### src/rtl/rsyn_pkg.sv
package rsyn_pkg;

  localparam logic [7:0] CH_SOH  = 8'h01;
  localparam logic [7:0] CH_ETB  = 8'h17;
  localparam logic [7:0] CH_ID   = 8'h46;  // 'F'
  localparam logic [7:0] CH_SYNC = 8'h35;  // '5'

  typedef enum logic [2:0] {
    PS_HUNT,
    PS_ID,
    PS_MODE,
    PS_DIGIT,
    PS_TAIL
  } pstate_t;

  // Returns {valid, nibble} for an ASCII hex character.
  function automatic logic [4:0] hex_decode(input logic [7:0] ch);
    logic [4:0] r;
    r = 5'd0;
    if (ch >= 8'h30 && ch <= 8'h39)      r = {1'b1, 4'(ch - 8'h30)};
    else if (ch >= 8'h41 && ch <= 8'h46) r = {1'b1, 4'(ch - 8'h41 + 8'd10)};
    else if (ch >= 8'h61 && ch <= 8'h66) r = {1'b1, 4'(ch - 8'h61 + 8'd10)};
    return r;
  endfunction

  function automatic logic is_decimal(input logic [7:0] ch);
    return (ch >= 8'h30) && (ch <= 8'h39);
  endfunction

endpackage

### src/rtl/rsyn_parser.sv
module rsyn_parser
  import rsyn_pkg::*;
#(
  parameter int DIGITS = 4,
  localparam int W    = 4 * DIGITS,
  localparam int NDIG = 2 * DIGITS,
  localparam int IW   = $clog2(NDIG)
) (
  input  logic         clk,
  input  logic         rst_n,
  input  logic         in_valid,
  input  logic [7:0]   in_byte,
  output logic         done,
  output logic         err,
  output logic         cfg_sync,
  output logic [W-1:0] cfg_n1,
  output logic [W-1:0] cfg_n2
);

  pstate_t          state;
  logic [IW-1:0]    idx;
  logic [2*W-1:0]   shreg;
  logic             mode_q;

  logic [4:0] hx;
  logic       hex_ok;
  logic       dec_ok;
  logic       last_digit;

  assign hx         = hex_decode(in_byte);
  assign hex_ok     = hx[4];
  assign dec_ok     = is_decimal(in_byte);
  assign last_digit = (idx == IW'(NDIG - 1));

  always_ff @(posedge clk) begin
    if (!rst_n) begin
      state    <= PS_HUNT;
      idx      <= '0;
      shreg    <= '0;
      mode_q   <= 1'b0;
      done     <= 1'b0;
      err      <= 1'b0;
      cfg_sync <= 1'b0;
      cfg_n1   <= '0;
      cfg_n2   <= '0;
    end else begin
      done <= 1'b0;
      err  <= 1'b0;
      if (in_valid) begin
        case (state)
          PS_HUNT: if (in_byte == CH_SOH) state <= PS_ID;
          PS_ID: begin
            if (in_byte == CH_ID) state <= PS_MODE;
            else begin
              err   <= 1'b1;
              state <= PS_HUNT;
            end
          end
          PS_MODE: begin
            if (dec_ok) begin
              mode_q <= (in_byte == CH_SYNC);
              idx    <= '0;
              state  <= PS_DIGIT;
            end else begin
              err   <= 1'b1;
              state <= PS_HUNT;
            end
          end
          PS_DIGIT: begin
            if (hex_ok) begin
              shreg <= {shreg[2*W-5:0], hx[3:0]};
              idx   <= idx + 1'b1;
              if (last_digit) state <= PS_TAIL;
            end else begin
              err   <= 1'b1;
              state <= PS_HUNT;
            end
          end
          PS_TAIL: begin
            if (in_byte == CH_ETB) begin
              done     <= 1'b1;
              cfg_sync <= mode_q;
              cfg_n1   <= shreg[2*W-1:W];
              cfg_n2   <= shreg[W-1:0];
            end else begin
              err <= 1'b1;
            end
            state <= PS_HUNT;
          end
          default: state <= PS_HUNT;
        endcase
      end
    end
  end

  // accept and abort never in the same cycle
  a_r3_flags_exclusive: assert property (@(posedge clk) disable iff (!rst_n)
    !(done && err));

  // an accepted frame yields a single-cycle flag
  a_r1_ok_single: assert property (@(posedge clk) disable iff (!rst_n)
    done |=> !done);

endmodule

### src/rtl/rsyn_stage.sv
module rsyn_stage #(
  parameter int          W       = 16,
  parameter logic [W-1:0] RST_VAL = '0
) (
  input  logic         clk,
  input  logic         rst_n,
  input  logic         en,
  input  logic         load,
  input  logic [W-1:0] load_val,
  input  logic [W-1:0] term,
  output logic         tick
);

  logic [W-1:0] cnt;

  assign tick = en && (cnt == '0);

  always_ff @(posedge clk) begin
    if (!rst_n)    cnt <= RST_VAL;
    else if (load) cnt <= load_val;
    else if (tick) cnt <= term;
    else if (en)   cnt <= cnt - 1'b1;
  end

  // a reload places the new terminal value in the counter
  a_r5_stage_reload: assert property (@(posedge clk) disable iff (!rst_n)
    load |=> cnt == $past(load_val));

  // after a wrap the stage restarts from its terminal value
  a_r6_stage_wrap: assert property (@(posedge clk) disable iff (!rst_n)
    (tick && !load) |=> cnt == $past(term));

  // a stage that is not enabled keeps its count
  a_r6_stage_hold: assert property (@(posedge clk) disable iff (!rst_n)
    (!load && !en) |=> $stable(cnt));

endmodule

### src/rtl/rate_synth.sv
module rate_synth
  import rsyn_pkg::*;
#(
  parameter int DIGITS = 4,
  parameter int RST_N1 = 9,
  parameter int RST_N2 = 99,
  localparam int W     = 4 * DIGITS,
  localparam int NSTG  = 2
) (
  input  logic       clk,
  input  logic       rst_n,
  input  logic       rx_valid,
  input  logic [7:0] rx_data,
  input  logic       pps,
  output logic       rate_pulse,
  output logic       pkt_ok,
  output logic       pkt_err
);

  logic         cfg_sync;
  logic [W-1:0] cfg_n1, cfg_n2;

  rsyn_parser #(.DIGITS(DIGITS)) u_parser (
    .clk      (clk),
    .rst_n    (rst_n),
    .in_valid (rx_valid),
    .in_byte  (rx_data),
    .done     (pkt_ok),
    .err      (pkt_err),
    .cfg_sync (cfg_sync),
    .cfg_n1   (cfg_n1),
    .cfg_n2   (cfg_n2)
  );

  logic         pps_q;
  logic         pps_rise;
  logic         act_sync, pend_vld;
  logic [W-1:0] act_n1, act_n2, pend_n1, pend_n2;
  logic         apply_now;   // free-mode frame accepted
  logic         apply_pps;   // synchronous restart on 1PPS
  logic         reload;
  logic [W-1:0] nxt_n1, nxt_n2;

  assign pps_rise  = pps && !pps_q;
  assign apply_now = pkt_ok && !cfg_sync;
  assign apply_pps = pps_rise && !pkt_ok && (pend_vld || act_sync);
  assign reload    = apply_now || apply_pps;
  assign nxt_n1    = apply_now ? cfg_n1 : (pend_vld ? pend_n1 : act_n1);
  assign nxt_n2    = apply_now ? cfg_n2 : (pend_vld ? pend_n2 : act_n2);

  always_ff @(posedge clk) begin
    if (!rst_n) begin
      pps_q    <= 1'b0;
      act_sync <= 1'b0;
      act_n1   <= W'(RST_N1);
      act_n2   <= W'(RST_N2);
      pend_vld <= 1'b0;
      pend_n1  <= '0;
      pend_n2  <= '0;
    end else begin
      pps_q <= pps;
      if (pkt_ok) begin
        if (cfg_sync) begin
          pend_vld <= 1'b1;
          pend_n1  <= cfg_n1;
          pend_n2  <= cfg_n2;
        end else begin
          pend_vld <= 1'b0;
          act_sync <= 1'b0;
          act_n1   <= cfg_n1;
          act_n2   <= cfg_n2;
        end
      end else if (apply_pps && pend_vld) begin
        pend_vld <= 1'b0;
        act_sync <= 1'b1;
        act_n1   <= pend_n1;
        act_n2   <= pend_n2;
      end
    end
  end

  logic [W-1:0] load_v [NSTG];
  logic [W-1:0] term_v [NSTG];
  logic [NSTG-1:0] en_v, tick_v;

  assign load_v[0] = nxt_n1;
  assign load_v[1] = nxt_n2;
  assign term_v[0] = act_n1;
  assign term_v[1] = act_n2;

  generate
    for (genvar s = 0; s < NSTG; s++) begin : g_stage
      if (s == 0) begin : g_first
        assign en_v[s] = 1'b1;
      end else begin : g_next
        assign en_v[s] = tick_v[s-1];
      end
      rsyn_stage #(
        .W       (W),
        .RST_VAL ((s == 0) ? W'(RST_N1) : W'(RST_N2))
      ) u_stage (
        .clk      (clk),
        .rst_n    (rst_n),
        .en       (en_v[s]),
        .load     (reload),
        .load_val (load_v[s]),
        .term     (term_v[s]),
        .tick     (tick_v[s])
      );
    end
  endgenerate

  assign rate_pulse = tick_v[NSTG-1];

  // a free-mode frame lands in the active setting on the next cycle
  a_r4_free_apply: assert property (@(posedge clk) disable iff (!rst_n)
    apply_now |=> (act_n1 == $past(cfg_n1)) && (act_n2 == $past(cfg_n2)) && !act_sync);

  // a pending synchronous setting waits for the 1PPS edge
  a_r7_pending_hold: assert property (@(posedge clk) disable iff (!rst_n)
    (pend_vld && !pps_rise && !pkt_ok) |=> $stable(act_n1) && $stable(act_n2) && pend_vld);

  // output pulse is one cycle wide when the period exceeds one
  a_r9_pulse_width: assert property (@(posedge clk) disable iff (!rst_n)
    (rate_pulse && !reload && (act_n1 != '0 || act_n2 != '0)) |=> !rate_pulse);

endmodule

### config.mk
export PLATFORM = sky130hd
export DESIGN_NAME = rate_synth
export DESIGN_NICKNAME = d
export VERILOG_FILES = /design/src/rtl/rsyn_pkg.sv /design/src/rtl/rsyn_parser.sv /design/src/rtl/rsyn_stage.sv /design/src/rtl/rate_synth.sv
export SDC_FILE = /design/constraint.sdc
export NUM_CORES = 1
export LEC_CHECK = 0
export ABC_AREA = 0
export ABC_CLOCK_PERIOD_IN_PS = 4800
export BUFFER_PORTS_ARGS = -buffer_cell sky130_fd_sc_hd__buf_2
export CORE_ASPECT_RATIO = 0.75
export CORE_MARGIN = 5
export CORE_UTILIZATION = 64
export DETAILED_ROUTE_END_ITERATION = 10
export PLACE_DENSITY_LB_ADDON = 0.08
export SYNTH_ARGS = -nofsm -noshare
export SYNTH_HDL_FRONTEND = slang
export SYNTH_SLANG_ARGS = --single-unit
### constraint.sdc
create_clock -name clk -period 4.8 [get_ports clk]
set_input_delay 0.72 -clock clk [delete_from_list [all_inputs] [get_ports clk]]
set_output_delay 0.72 -clock clk [all_outputs]
set_load 0.02 [all_outputs]
=== Word-level counts from Yosys, hierarchy flattened ===
Index checks and enable logic that the tools add are counted.
W data, S select, Z words.

* Bits in registers: 173
* Bits of input ports: 12
* Output and inout bits: 3
* Word-level logic and storage cells: 114

* $add $sub $neg: 8
* Order comparisons: 6
* Equality and inequality tests: 14
* Mux-type cells: 39
* Reduce and logical (&&, ||, !) cells: 29

{| class="wikitable"
|+ Operators with widths
! kind !! count
|-
| $mux W16 || 15
|-
| $logic_not A16 Y1 || 2
|-
| $sub A16 B1 Y16 const B || 2
|-
| $ge A8 B7 Y1 const B || 2
|-
| $le A8 B7 Y1 const B || 2
|-
| $mux W3 || 5
|-
| $mux W5 || 3
|-
| $reduce_and A3 Y1 || 5
|-
| $pmux W3 S4 || 1
|-
| $sub A4 B1 Y4 const B || 3
|-
| $mux W1 || 11
|-
| $logic_and A1 B1 Y1 || 9
|-
| $add A4 B4 Y4 const B || 2
|-
| $eq A8 B1 Y1 const B || 1
|-
| $eq A8 B5 Y1 const B || 1
|-
| $eq A8 B6 Y1 const B || 1
|-
| $eq A8 B7 Y1 const B || 1
|-
| $ge A8 B6 Y1 const B || 1
|-
| $le A8 B6 Y1 const B || 1
|-
| $eq A3 B2 Y1 const B || 2
|-
| $eq A3 B3 Y1 const B || 2
|-
| $ne A2 B1 Y1 const B || 3
|-
| $pmux W3 S2 || 1
|-
| $reduce_and A2 Y1 || 3
|-
| 12 further kinds || 17
|}

=== Depth between registers and ports, before layout ===
Gate-level depths: netlist (run 1).

* Depth after elaboration: 7
* Mapped depth: 9
* Gate-level depth less buffers: 7

=== Cells and area by module ===
A second synthesis (run 1) with hierarchy kept.

* Cells, all modules: 1052
* Area total of the unflattened synthesis: 8989.9 um2

{| class="wikitable"
|+ By module, submodules not included
! module !! instances !! cells an instance !! area each (um2) !! sequential area each (um2)
|-
| rate_synth || 1 || 411 || 3452.1 || 1341.3
|-
| rsyn_parser || 1 || 343 || 3234.4 || 1481.4
|-
| rsyn_stage (g_stage[0].u_stage) || 1 || 152 || 1179.9 || 320.3
|-
| rsyn_stage (g_stage[1].u_stage) || 1 || 146 || 1123.6 || 320.3
|}

=== Least setup slack after synthesis (run 1) ===
No wires, ideal clock.

* Path kind: register to output
* From: reg g_stage[0].u_stage.cnt[0]
* To: out rate_pulse
* Data arrival time: 1.872 ns
* Data required time: 4.080 ns
* Setup slack: 2.208 ns
* Stages on the path, launching flop included: 9
* Buffers on the path: 2
* Cell sequence: dfxtp_1 -> inv_1 -> ha_1 -> nor3b_2 -> nand4_2 -> or2_1 -> buf_2 -> buf_2 -> nor2_1

* Longest elaborated chain between the ends: 2

{| class="wikitable"
|+ Ends and longest elaborated chain
! item !! line !! RTL
|-
| from (decl) || rsyn_stage.sv:14 || <nowiki>logic [W-1:0] cnt;</nowiki>
|-
| from (signal assigned) || rsyn_stage.sv:20 || <nowiki>else if (load) cnt <= load_val;</nowiki>
|-
| from (signal assigned) || rsyn_stage.sv:21 || <nowiki>else if (tick) cnt <= term;</nowiki>
|-
| from (signal assigned) || rsyn_stage.sv:22 || <nowiki>else if (en) cnt <= cnt - 1'b1;</nowiki>
|-
| $logic_not A16 Y1 || rsyn_stage.sv:16 || <nowiki>assign tick = en && (cnt == '0);</nowiki>
|-
| $logic_and A1 B1 Y1 || rsyn_stage.sv:16 ||
|-
| to (decl) || rate_synth.sv:15 || <nowiki>output logic rate_pulse,</nowiki>
|}

No other way between the ends.

=== Worst setup path in the final report (run 1) ===
* From: reg g_stage[1].u_stage.cnt[0]
* To: out rate_pulse

* Longest elaborated chain between the ends: 2

{| class="wikitable"
|+ Ends and longest elaborated chain
! item !! line
|-
| from (decl) || rsyn_stage.sv:14
|-
| from (signal assigned) || rsyn_stage.sv:20
|-
| from (signal assigned) || rsyn_stage.sv:21
|-
| from (signal assigned) || rsyn_stage.sv:22
|-
| $logic_not A16 Y1 || rsyn_stage.sv:16
|-
| $logic_and A1 B1 Y1 || rsyn_stage.sv:16
|}

No other way between the ends.

==> implementation parameters, run 1 <==
Parameter                              Value

Run status
  Run status ... finished clean

Setup path
  Capture point of the worst reg-to-reg path ... g_stage[1].u_stage.cnt[7]
  Worst reg2reg path startpoint ... g_stage[0].u_stage.cnt[0]
  Internal reg-to-reg setup slack ... 1890 ps
  Beginning of the critical path ... g_stage[1].u_stage.cnt[0]
  CP Capture Point ... rate_pulse
  Register-to-Register Path Depth ... 8
  Arrival time worst endpoint ... 2600 ps
  Critical path required time ... 4080 ps
  Crit Path Category ... flip-flop to output pin
  Crit path max fanout ... 10
  Kind of end point of the critical path ... output pin
  Setup crit start kind ... flip-flop

STA
  Unrepaired setup endpoints after global routing ... no
  Largest clock skew in the final design ... 9.46 ps
  Final Max Slew Viols ... 0
  Max transition margin ... 0.175
  Endpoints failing setup ... 0
  Final hold violations ... 0
  Maximum frequency from static timing analysis ... 0.301 GHz
  Tmin final ... 3320 ps
  Setup_tns ... 0 ps
  Slew of the pin with the lowest slew margin ... 1240 ps
  Post-route fraction of the period consumed by the critical path ... 0.692

Yosys
  Dominant synthesized flop cell ... dfxtp_1
  Share of the yosys chip area belonging to registers ... 0.419
  Count of cell types in the netlist ... 76
  Post-synthesis sequential element count ... approximately 170
  FFs w/ async S/R, synth ... 0
  Cell count after synthesis ... 981
  Mapped cell area ... about 8300 um^2
  Synth warnings ... 0
  Mean instance size in the synthesized netlist ... ~8.4 um^2
  Number of flops mapped to enable cells by yosys ... 0
  Number of nets in the synthesized netlist ... 1001

Power
  Total Power Consumption ... 3.22 mW
  Cell area power density ... 357 nW/um^2
  Power share of the combinational group ... 0.078
  Switching part of the total power ... 0.249
  Worst vdd rail ir drop ... 0.000276 V
  Static Leakage ... 3.13 nW
  NetSw ... between 0.8 and 0.9 mW
  Register share of total power ... 0.468
  Internal power ... 2.41 mW
  Clock network power share ... 0.454

Run
  Max-cap violations ... 0

Clock network
  Number of buffers on the longest clock path ... 2
  CTS Buf Count ... 17
  Number of levels in the clock H-tree ... 4
  Root Buffer ... clkbuf_16
  Number of gates given a new drive strength after cts ... 0
  Worst skew pair latency ... 440 ps
  Post-CTS clock slew at the launch and capture registers of the worst setup and hold paths ... 70 ps
  Total of hold buffers inserted after clock tree synthesis ... 0
  Number of sinks driven by the clock tree ... 173
  Post-CTS Repair Setup Buffers ... 0
  TritonCTS clock tree ... built

Detailed routing
  Routed WL ... between 20 and 25 mm
  Post-route antenna net violation count ... 0
  Final routed wire length divided by cell count ... roughly 19 um
  Post-detailed-route DRC marker count ... 0
  Initial drt markers ... ~750
  Vias after detailed routing ... 7259
  Detailed Routing Iterations Pass 1 ... 5
  Number of vias per cell after detailed routing ... 6.36

Global routing
  Global-route wire length before repair ... 35.2 mm
  Total grt overflow ... 0
  Pin count of the biggest net entering global routing ... 93
  Global router's overall resource usage ... 0.285
  Number of antenna violations at the first check in global routing ... 0
  Number of global-route vias before repair ... roughly 6900

Cells and area
  Footprint of the multi-input gates ... 4490 um^2
  Area growth from synthesis to final layout ... 8.94%
  Post-route standard cell area excluding fillers ... 9000 um^2
  Sequential standard cell area ... 3470 um^2
  Filler Cell Count ... 1023
  Fraction of final layout cells with drive strength greater than 1 ... 0.0897
  Ant diodes ... 0
  Net count, final ... 977

Floorplan
  Die H ... ~110 um
  Width of the chip ... 141 um
  I/O pin cnt ... 15
  Starting density of the core ... 0.643
  Rows ... 36
  Full die area ... 15300 um^2
  Floorplan Core Area ... 12800 um^2

Place
  Cell area after placement ... 8380 um^2
  GP Congestion ... 0.935
  Number of buffers added on ports ... 14
  Detailed placer's ending HPWL ... 13.6 mm

Min path
  Hold path cells ... 2
  Classification of the worst-slack hold path ... flip-flop to flip-flop
-- critical path, stage by stage (launching register included) --
cell and delay, ps:
dfxtp_1 350, inv_1 120, ha_1 220, or3b_1 500, nor3_2 390, nand2_2 260, nor2_1 150, buf_2 170
-- kinds of logic after synthesis --
group | after synthesis | share of synthesized area
xor+xnor | 20 | 0.0212
mux | 102 | 0.124
compound gates | 247 | 0.192
buf+inv | 80 | 0.0391
simple gates | 351 | 0.193
fa+ha+maj | 8 | 0.0121
flops | 173 | 0.419
-- how the worst min path moves through the flow --
stage,startpoint,to,slack [ps]
floorplan,act_sync,act_sync,430
global placement,act_sync,act_sync,440
detailed placement,u_parser.shreg[29],u_parser.shreg[29],460
CTS,u_parser.shreg[28],u_parser.shreg[28],470
global route,u_parser.shreg[28],u_parser.shreg[28],490
finish,u_parser.shreg[28],u_parser.shreg[28],470
-- cells in the mapped netlist (all sizes together) (2+ instances only) --
| cell | instances | area, um^2 |
|---|---|---|
| a311oi | 2 | 17.5 |
| a21oi | 103 | 519 |
| or2 | 2 | 12.5 |
| nor2b | 9 | 56.3 |
| a221oi | 2 | 17.5 |
| o31a | 4 | 35.0 |
| a211oi | 35 | 263 |
| o21ai | 33 | 169 |
| nor2 | 110 | 415 |
| xor2 | 5 | 43.8 |
| o2111a | 2 | 22.5 |
| inv | 9 | 33.8 |
| o21a | 4 | 30.0 |
| a22oi | 2 | 15.0 |
| a32o | 2 | 20.0 |
| nand3 | 8 | 40.0 |
| a31oi | 6 | 37.5 |
| ha | 8 | 100 |
| dfxtp | 173 | 3460 |
| or3b | 2 | 17.5 |
| a31o | 3 | 26.3 |
| nand4b | 3 | 26.3 |
| o32ai | 4 | 35.0 |
| and2 | 4 | 25.0 |
| o211ai | 8 | 60.1 |
| o22ai | 4 | 25.0 |
| o31ai | 3 | 22.5 |
| nand4 | 9 | 62.6 |
| nor3b | 3 | 32.5 |
| buf | 22 | 105 |
| mux2i | 101 | 1010 |
| o221ai | 6 | 52.6 |
| nor3 | 17 | 101 |
| clkbuf | 49 | 184 |
| nor4 | 9 | 86.3 |
| o311ai | 5 | 43.8 |
| xnor2 | 15 | 131 |
| a21o | 3 | 22.5 |
| a211o | 2 | 17.5 |
| nand2 | 161 | 607 |
| o2bb2ai | 2 | 17.5 |
| nand2b | 2 | 12.5 |
| or3 | 5 | 31.3 |
| o221a | 3 | 33.8 |
-- per-stage QoR --
step                      worst slack (ps)  utilization  std cells  hold WS [ps]
final                                 1480        0.701       1141           469
after global routing                  1350        0.701       1141           492
after CTS                             1520        0.701       1141           471
after detailed placement              1580        0.653       1109           462
after global placement                1740        0.653       1109           442
after floorplan                       2210            -        981           429
-- per-layer routing --
metal	vias to the layer above	part of all wire	track usage
li1	3458	-	-
met1	3458	0.48	0.419
met2	310	0.43	0.425
met3	33	0.080	0.0619
met4	0	0.013	0.0726
met5	-	0	0
-- cell type report --
class                   instances  area share
flip-flops and latches        173       0.385
repair buffers                 28      0.0195
inverters                       9     0.00403
clock inverters                12      0.0193
multi-input cells             728       0.499
well taps                     171      0.0238
clock buffers                  20      0.0496
-- power groups by stage --
stage                     clock, mW  combinational (mW)  sequential [mW]
final                          1.46               0.251             1.51
after global routing           1.53               0.275             1.51
after CTS                      1.47               0.247             1.50
after detailed placement          0               0.245             1.54
after global placement            0               0.239             1.53
after floorplan                   0               0.198             1.52
-- cell usage in the layout, fill, tap and decap left out, types with 4 or more instances in the layout --
master and instances:
dfxtp_1 171, nand2_1 160, nor2_1 109, a21oi_1 101, mux2i_1 101, a211oi_1 35, o21ai_0 31, clkbuf_16 17
xnor2_1 15, nor3_1 15, buf_2 14, buf_4 14, inv_1 8, nand4_1 8, nor2b_1 8, nand3_1 8
o211ai_1 8, ha_1 8, nor4_1 7, o221ai_1 6, a31oi_1 6, or3_1 5, xor2_1 5, and2_1 4
o21a_1 4, o32ai_1 4, o22ai_1 4, o31a_1 4, inv_6 4
-- registers in the layout, indices dropped and copies added, names as in the netlist, 3 cells and up --
name	flops
u_parser.idx	3
u_parser.cfg_n1	16
g_stage.u_stage.cnt	32
pend_n2	16
act_n2	16
u_parser.shreg	32
pend_n1	16
u_parser.cfg_n2	16
u_parser.state	3
act_n1	16
Note: power is estimated with default switching activity, not from simulation.
==> run 2, diff against run 1 <==
- ABC_AREA: 0 -> 1
- ABC_CLOCK_PERIOD_IN_PS: 4800 -> 3350
- CORE_UTILIZATION: 64 -> 63
- clock period: 4.8 -> 3.35 ns (I/O delays scaled with it)
==> implementation parameters, run 2 <==
Parameter                              Value

Run status
  Run status ... finished clean

Clock network
  Root Buffer ... clkbuf_16
  Number of levels in the clock H-tree ... 4
  TritonCTS clock tree ... built
  Post-CTS Repair Setup Buffers ... 0
  Worst skew pair latency ... 440 ps
  Number of buffers on the longest clock path ... 2
  CTS Buf Count ... 17
  Number of gates given a new drive strength after cts ... 0
  Total of hold buffers inserted after clock tree synthesis ... 0
  Number of sinks driven by the clock tree ... 173
  Post-CTS clock slew at the launch and capture registers of the worst setup and hold paths ... 70 ps

Floorplan
  I/O pin cnt ... 15
  Full die area ... 15800 um^2
  Floorplan Core Area ... 13100 um^2
  Rows ... 36
  Starting density of the core ... 0.646
  Width of the chip ... 144 um
  Die H ... 110 um

Detailed routing
  Initial drt markers ... ~790
  Post-detailed-route DRC marker count ... 0
  Number of vias per cell after detailed routing ... 5.80
  Detailed Routing Iterations Pass 1 ... 7
  Post-route antenna net violation count ... 0
  Final routed wire length divided by cell count ... about 16 um
  Routed WL ... between 20 and 25 mm
  Vias after detailed routing ... about 8100

Setup path
  Critical path required time ... 2850 ps
  Worst reg2reg path startpoint ... pend_vld
  Setup crit start kind ... flip-flop
  Beginning of the critical path ... g_stage[0].u_stage.cnt[0]
  Crit Path Category ... flip-flop to output pin
  Kind of end point of the critical path ... output pin
  Crit path max fanout ... 5
  Arrival time worst endpoint ... 2240 ps

Global routing
  Global router's overall resource usage ... 0.290
  Number of antenna violations at the first check in global routing ... 0
  Pin count of the biggest net entering global routing ... 71
  Total grt overflow ... 0
  Number of global-route vias before repair ... 7074
  Global-route wire length before repair ... 36.6 mm

Cells and area
  Highest-count cells in the layout ignoring fill and taps ... nand2_1 (254), nor2_1 (218), dfxtp_1 (173), o21ai_0 (155), a21oi_1 (95)
  Post-route standard cell area excluding fillers ... roughly 9100 um^2
  Ant diodes ... 0
  Most common library cell in the layout ignoring fill and taps ... nand2_1
  Net count, final ... 1235
  Area growth from synthesis to final layout ... 7.34%
  Fraction of final layout cells with drive strength greater than 1 ... 0.0741
  Largest registers ... g_stage.u_stage.cnt x32, u_parser.shreg x32
  Share of the core filled with cells in the final layout ... 0.693
  Filler Cell Count ... 1144

STA
  Maximum frequency from static timing analysis ... between 0.3 and 0.4 GHz
  Final hold violations ... 0
  Final Max Slew Viols ... 0
  Endpoints failing setup ... 0
  Tmin final ... 2740 ps
  Max transition margin ... 0.340
  Largest clock skew in the final design ... 12.0 ps
  Post-route fraction of the period consumed by the critical path ... 0.818
  Setup_tns ... 0 ps
  Unrepaired setup endpoints after global routing ... no
  Worst Hold Margin ... ~280 ps
  Slew of the pin with the lowest slew margin ... 989 ps

Yosys
  Count of cell types in the netlist ... 39
  Most frequent cell after synthesis ... nand2_1
  FFs w/ async S/R, synth ... 0
  Share of the yosys chip area belonging to registers ... 0.411
  Top cells by area, synth ... dfxtp_1 (41%), nand2_1 (11%), nor2_1 (9.7%), o21ai_0 (9.2%), a21oi_1 (5.6%)
  Cell count after synthesis ... 1239
  Number of nets in the synthesized netlist ... 1259
  Dominant synthesized flop cell ... dfxtp_1
  Number of flops mapped to enable cells by yosys ... 0
  Fraction of post-synthesis cell area in the top cell type by area ... 0.411
  Synth warnings ... 0
  Most area-hungry cell type in the Yosys netlist ... dfxtp_1
  Post-synthesis sequential element count ... 173
  Mapped cell area ... 8430 um^2
  Most used standard cells in the synthesized netlist ... nand2_1 (254), nor2_1 (218), dfxtp_1 (173)
  Mean instance size in the synthesized netlist ... 6.81 um^2

Place
  Detailed placer's ending HPWL ... 14.8 mm
  GP Congestion ... 0.898
  Number of buffers added on ports ... 14
  Cell area after placement ... 8490 um^2

Power
  Total Power Consumption ... 4.70 mW
  Cell area power density ... 519 nW/um^2
  Static Leakage ... 3.69 nW
  Worst vdd rail ir drop ... 0.000586 V

Min path
  Worst min-delay path startpoint ... pps
  Classification of the worst-slack hold path ... input pin to flip-flop

Run
  Max-cap violations ... 0
[run 2: cell count changes after synthesis, moves of 8 or more]
| cell | delta |
|---|---|
| a211oi_1 | -17 |
| a31oi_1 | +21 |
| clkbuf_1 | -10 |
| inv_1 | +78 |
| inv_2 | +8 |
| mux2i_1 | -101 |
| nand2_1 | +94 |
| nand3_1 | +18 |
| nor2_1 | +109 |
| nor2_2 | +8 |
| nor2b_1 | -9 |
| o21ai_0 | +124 |
| o21ai_1 | +12 |
[run 2: final cells by class]
class                      count  area, um^2  share of cell area
multi-input combinational    900        4280               0.473
sequential                   173        3460               0.383
clock buffer                  23         488              0.0539
inverter                      96         363              0.0401
tap                          171         214              0.0236
timing repair buffer          27         170              0.0188
clock inverter                 9        75.1             0.00829
[run 2: power breakdown]
part,switching [mW],total (mW),internal (mW)
Clock,0.849,1.89,1.04
Sequential,0.0694,2.20,2.13
Combinational,0.389,0.611,0.222
[run 2: through the flow]
stage,instances,worst slack [ps]
floorplan,1239,1430
global placement,1367,705
detailed placement,1367,684
CTS,1399,614
global route,1399,416
finish,1399,608
[run 2: path summary, 6_finish.rpt]
path / slack [ps] / cells past startpoint / to
setup / recovery: 610 / 9 / rate_pulse
hold / removal: 280 / 3 / pps_q
setup reg to reg: 650 / 7 / act_n1[8]
hold reg to reg: 470 / 2 / pend_n2[9]
[run 2: logic make-up after synthesis]
family / after synthesis / share of synthesized area
AO/OA/AOI/OAI: 335 / 0.218
buffers and inverters: 166 / 0.0819
XOR/XNOR: 20 / 0.0208
flip-flops: 173 / 0.411
adder cells (fa/ha/maj): 8 / 0.0119
AND/OR/NAND/NOR: 537 / 0.257
[run 2: worst max-delay path, stage by stage, from the launching register on]
cell	delay (ps)
dfxtp_1	310
inv_1	100
ha_1	210
nand2_2	110
nor2_2	180
nand2_1	80
nor2_1	130
nand3_1	210
nor2_2	260
buf_2	220
[run 2: routing by layer]
layer / vias to the layer above / global-route usage / routed length (um)
met5: - / 0 / 0
met4: 0 / 0.0565 / 168
met3: 23 / 0.0806 / 2340
met2: 351 / 0.388 / 8570
met1: 3722 / 0.460 / 11100
li1: 4023 / - / -
